### src/rtl/vbl_pkg.sv
package vbl_pkg;
    // Default raster geometry
    localparam int DEF_DOTS     = 341;
    localparam int DEF_LINES    = 262;
    localparam int DEF_VBL_LINE = 241;

    // Status word returned to the reader
    localparam int STAT_W       = 8;
    localparam int FLAG_BIT     = STAT_W - 1;

    typedef logic [STAT_W-1:0] stat_word_t;

    typedef struct packed {
        logic       flag;
        stat_word_t rd_data;
    } status_t;
endpackage

### src/rtl/vbl_raster.sv
module vbl_raster #(
    parameter int DOTS     = vbl_pkg::DEF_DOTS,
    parameter int LINES    = vbl_pkg::DEF_LINES,
    parameter int VBL_LINE = vbl_pkg::DEF_VBL_LINE,
    parameter int DOT_W    = $clog2(DOTS),
    parameter int LINE_W   = $clog2(LINES)
) (
    input  logic              clk_i,
    input  logic              rst_i,
    input  logic              bg_en_i,
    output logic [DOT_W-1:0]  dot_o,
    output logic [LINE_W-1:0] line_o,
    output logic              odd_o,
    output logic              set_pos_o,
    output logic              clr_pos_o
);
    localparam logic [DOT_W-1:0]  DOT_LAST  = DOT_W'(DOTS - 1);
    localparam logic [DOT_W-1:0]  DOT_SKIP  = DOT_W'(DOTS - 2);
    localparam logic [LINE_W-1:0] LINE_LAST = LINE_W'(LINES - 1);
    localparam logic [LINE_W-1:0] LINE_PRE  = LINE_W'(VBL_LINE - 1);

    typedef struct packed {
        logic [DOT_W-1:0]  dot;
        logic [LINE_W-1:0] line;
        logic              odd;
    } raster_t;

    raster_t r_d, r_q;
    logic    line_end;
    logic    skip_now;

    always_comb begin
        r_d      = r_q;
        skip_now = r_q.odd && bg_en_i && (r_q.line == LINE_LAST) && (r_q.dot == DOT_SKIP);
        line_end = (r_q.dot == DOT_LAST) || skip_now;
        if (line_end) begin
            r_d.dot = '0;
            if (r_q.line == LINE_LAST) begin
                r_d.line = '0;
                r_d.odd  = ~r_q.odd;
            end else begin
                r_d.line = r_q.line + 1'b1;
            end
        end else begin
            r_d.dot = r_q.dot + 1'b1;
        end
    end

    always_ff @(posedge clk_i) begin
        if (rst_i) r_q <= '0;
        else       r_q <= r_d;
    end

    assign dot_o     = r_q.dot;
    assign line_o    = r_q.line;
    assign odd_o     = r_q.odd;
    // Edge leaving this dot enters the first blanking dot
    assign set_pos_o = (r_q.line == LINE_PRE) && (r_q.dot == DOT_LAST);
    // Edge leaving this dot enters dot 1 of the pre-render line
    assign clr_pos_o = (r_q.line == LINE_LAST) && (r_q.dot == '0);
endmodule

### src/rtl/vbl_status.sv
module vbl_status (
    input  logic                      clk_i,
    input  logic                      rst_i,
    input  logic                      set_pos_i,
    input  logic                      clr_pos_i,
    input  logic                      rd_stb_i,
    output logic                      flag_o,
    output vbl_pkg::stat_word_t       rd_data_o
);
    import vbl_pkg::*;

    status_t s_d, s_q;

    always_comb begin
        s_d = s_q;
        if (rd_stb_i) begin
            s_d.rd_data           = '0;
            s_d.rd_data[FLAG_BIT] = s_q.flag;
        end
        // A read on the set edge wins: flag_q is still 0 there, so the
        // returned value is 0 and the flag is never raised this frame.
        if (set_pos_i && !rd_stb_i) s_d.flag = 1'b1;
        if (clr_pos_i || rd_stb_i)  s_d.flag = 1'b0;
    end

    always_ff @(posedge clk_i) begin
        if (rst_i) s_q <= '0;
        else       s_q <= s_d;
    end

    assign flag_o    = s_q.flag;
    assign rd_data_o = s_q.rd_data;
endmodule

### src/rtl/vblank_flag_gen.sv
module vblank_flag_gen #(
    parameter int DOTS     = vbl_pkg::DEF_DOTS,
    parameter int LINES    = vbl_pkg::DEF_LINES,
    parameter int VBL_LINE = vbl_pkg::DEF_VBL_LINE,
    parameter int DOT_W    = $clog2(DOTS),
    parameter int LINE_W   = $clog2(LINES)
) (
    input  logic              clk_i,
    input  logic              rst_i,
    input  logic              bg_en_i,
    input  logic              nmi_en_i,
    input  logic              rd_stb_i,
    output logic [7:0]        rd_data_o,
    output logic              nmi_n_o,
    output logic [DOT_W-1:0]  dot_o,
    output logic [LINE_W-1:0] line_o
);
    logic odd_w;
    logic set_pos_w;
    logic clr_pos_w;
    logic flag_w;

    vbl_raster #(
        .DOTS(DOTS), .LINES(LINES), .VBL_LINE(VBL_LINE),
        .DOT_W(DOT_W), .LINE_W(LINE_W)
    ) u_raster (
        .clk_i    (clk_i),
        .rst_i    (rst_i),
        .bg_en_i  (bg_en_i),
        .dot_o    (dot_o),
        .line_o   (line_o),
        .odd_o    (odd_w),
        .set_pos_o(set_pos_w),
        .clr_pos_o(clr_pos_w)
    );

    vbl_status u_status (
        .clk_i    (clk_i),
        .rst_i    (rst_i),
        .set_pos_i(set_pos_w),
        .clr_pos_i(clr_pos_w),
        .rd_stb_i (rd_stb_i),
        .flag_o   (flag_w),
        .rd_data_o(rd_data_o)
    );

    // Level-sensitive gate: a rise on either side while the other is high
    // pulls the request low in that same dot.
    assign nmi_n_o = ~(flag_w & nmi_en_i);
endmodule

### config.mk
export PLATFORM = sky130hd
export DESIGN_NAME = vblank_flag_gen
export DESIGN_NICKNAME = d
export VERILOG_FILES = /design/src/rtl/vbl_pkg.sv /design/src/rtl/vbl_raster.sv /design/src/rtl/vbl_status.sv /design/src/rtl/vblank_flag_gen.sv
export SDC_FILE = /design/constraint.sdc
export NUM_CORES = 1
export LEC_CHECK = 0
export BUFFER_PORTS_ARGS = -buffer_cell sky130_fd_sc_hd__buf_2
export CORE_ASPECT_RATIO = 0.6
export CORE_MARGIN = 3
export CORE_UTILIZATION = 25
export CTS_BUF_LIST = sky130_fd_sc_hd__clkbuf_8
export CTS_CLUSTER_SIZE = 10
export DETAILED_ROUTE_END_ITERATION = 10
export SETUP_SLACK_MARGIN = 0.5
export SYNTH_ARGS = -nofsm -noshare
export SYNTH_HDL_FRONTEND = slang
export SYNTH_SLANG_ARGS = --single-unit
### constraint.sdc
create_clock -name clk_i -period 2 [get_ports clk_i]
set_input_delay 0.1 -clock clk_i [delete_from_list [all_inputs] [get_ports clk_i]]
set_output_delay 0.1 -clock clk_i [all_outputs]
set_load 0.02 [all_outputs]
==> out/results.ini <==
[run_status]
outcome=completed

[power]
p_leak_nw=0.7333
cellPowerDensity_mw_per_mm2=696.5
ir_drop_v=0.0003735

[worst_setup_path]
reg2reg_depth=8
cp.arrival_ns=1.84
cp-end-kind=register
r2r_start=u_raster.line_o[1]
path_class=reg2reg
startpoint_type=register
rrSetupSlack_ns=0.30
required_ns=2.15
crit_fanout=5
reg2reg_to=u_raster.line_o[1]

[detailed_routing]
drt-initial-drc-count=36
route.vias.total=1111
antenna_left=0
drt-total-wl_microns=3297
route.detailed.drc=0
drt_pass1_iterations=4
wl_per_cell_microns=13.57
avgViaCountPerCell=4.572

[synth]
synth-seq-area-share_pct=34.32
synth_edf_count=0
async_reset_ff_share_pct=0
synth_area_sq_mm=0.001225
yosysUniqueCellTypes=41
yosysWarnings=0
syn_inst=139
ys_ff_latch=21
synth_flop_cell=dfxtp_1
syn-mean-instance-area_sq_um=8.812

[grt]
grt_pass1_vias=1019
antenna_found_initial=0
grt_pass1_wl_microns=5099
groute.usage.overall_pct=11.53
grt_max_degree=15
gr-total-overflow=0

[finish]
final_common_cell=buf_2
syn_to_final_growth_pct=39.53
final_layout_size_suffix_gt1_share_pct=46.11
mostFrequentLayoutCells=24 x buf_2, 15 x nor2_1, 15 x buf_4
diodes=0
fin_nets=191

[clocking]
clock_sinks=21
htreeDepth=1
clockRootBuffer=clkbuf_8
clockBufferDepth=2
cts_buffers=3
cts_tree=done
path_clk_slew_ns=0.08
insertion_delay_ns=0.27

[worst_hold_path]
worstHoldPathCells=2
min_path_type=in2reg
min_to=u_status.flag_o
hp-start=rd_stb_i

[timing]
period_needed_ns=1.696
rsz0062_at_grt=true
fin_setup_tns_ns=0
hold_viol=0
skew_ns=0.006580
finalCritPeriodShare_pct=84.78
whs_ns=0.03941
slew_violations=0
setup_viol=0
fmax_mhz=589.8

[floorplanning]
num_rows=19
start_util_pct=26.42
chipHeight_microns=60.22
fp.coreArea_sq_mm=0.004636
ios=32
dieArea_sq_mm=0.005803
die_w_microns=96.37

[place]
port_buffers=24
detailedPlacementHpwl_microns=2287
gp_congestion=0.8113

[job]
maxCapViolations=0

## layout make-up
type                       count  area (sq um)
tap                           63         78.83
clock buffer                   3         41.29
fill                         483          2927
sequential                    21         444.2
inverter                      12         47.55
multi-input combinational    101         818.3
clock inverter                 1         3.754
timing repair buffer          42         275.3
## power by group
group / switching (mW) / internal, mW
registers: 0.0645 / 0.459
clock network: 0.147 / 0.137
logic: 0.200 / 0.182
## state kept, by name (all words and copies together) (netlist names)
register	cells
u_raster.line_o	9
u_status.flag_o	1
u_raster.odd_o	1
u_status.rd_data_o	1
u_raster.dot_o	9
## worst max path at each step
stage / slack, ns / end / depth (start not counted) / startpoint
6_report: 0.30 / u_raster.line_o[1] / 8 / u_raster.line_o[1]
5_1_grt: 0.24 / u_raster.line_o[6] / 6 / u_raster.line_o[1]
4_1_cts: 0.30 / u_raster.dot_o[5] / 8 / u_raster.line_o[1]
3_5_place_dp: 0.24 / u_raster.line_o[7] / 7 / u_raster.line_o[1]
3_3_place_gp: 0.30 / u_raster.line_o[7] / 7 / u_raster.line_o[1]
2_1_floorplan: 0.37 / u_raster.line_o[6] / 6 / u_raster.line_o[1]
## stage by stage
| step | cells | util (%) | worst slack [ns] | power (mW) | area, sq um |
|---|---|---|---|---|---|
| 2_1_floorplan | 145 | - | 0.3697 | 0.7127 | 1313 |
| 3_3_place_gp | 222 | 31.07 | 0.3009 | 0.7684 | 1440 |
| 3_5_place_dp | 222 | 31.07 | 0.2431 | 0.7729 | 1440 |
| 4_1_cts | 237 | 34.84 | 0.3038 | 1.155 | 1615 |
| 5_1_grt | 243 | 36.87 | 0.2446 | 1.265 | 1709 |
| 6_report | 243 | 36.87 | 0.3044 | 1.190 | 1709 |
## cell families after synthesis
kind of cell | after synthesis | share of synthesized area [%]
AO/OA/AOI/OAI | 18 | 10.21
flip-flops | 21 | 34.32
XOR/XNOR | 7 | 5.005
AND/OR/NAND/NOR | 58 | 29.83
other | 1 | 0.3061
multiplexers | 6 | 5.311
adder cells (fa/ha/maj) | 5 | 5.107
buffers and inverters | 23 | 9.908
## repair_timing
action                                  in CTS  in global routing
pin swaps                                   10                  4
endpoints found under the setup margin      20                 20
hold buffers                                 0                  0
gates cloned                                 1                  0
resized for setup                            8                 19
setup buffers                               10                  6
## synthesized netlist by cell type, types with 2 or more instances
master     instances  area (sq um)
and3_1             2         12.51
buf_4              7         52.55
nor2b_1            4         25.02
inv_1             12         45.04
nand2_1            9         33.78
and4_1             2         17.52
dfxtp_1           21         420.4
nor4_1             3         18.77
xor2_1             2         17.52
a31oi_1            2         12.51
clkbuf_1           2         7.510
nor2_1            16         60.06
ha_1               5         62.56
nand3_1            7         35.03
xnor2_1            5         43.79
a21oi_1            5         25.02
and4bb_2           2         25.02
o21ai_0            2         10.01
mux2_1             2         22.52
o2111ai_1          2         17.52
mux2_2             2         22.52
nor3_1             4         20.02
mux2i_1            2         20.02
a211oi_1           2         15.01
## critical path, stage by stage (launching register included)
cell and delay (ns):
dfxtp_4 0.35, inv_4 0.06, ha_4 0.11, nor4b_4 0.26, nand4_4 0.21, buf_12 0.18
a31oi_4 0.19, buf_6 0.15, o22ai_2 0.06
## per-layer routing
| metal | wire length, microns | share of wire, % | track usage [%] |
|---|---|---|---|
| met2 | 1375 | 42 | 15.80 |
| met1 | 1713 | 52 | 17.54 |
| met5 | 0 | 0 | 0 |
| met4 | 14 | 0.42 | 1.796 |
| met3 | 193 | 5.9 | 3.648 |
(Power assumes the default switching activity.)
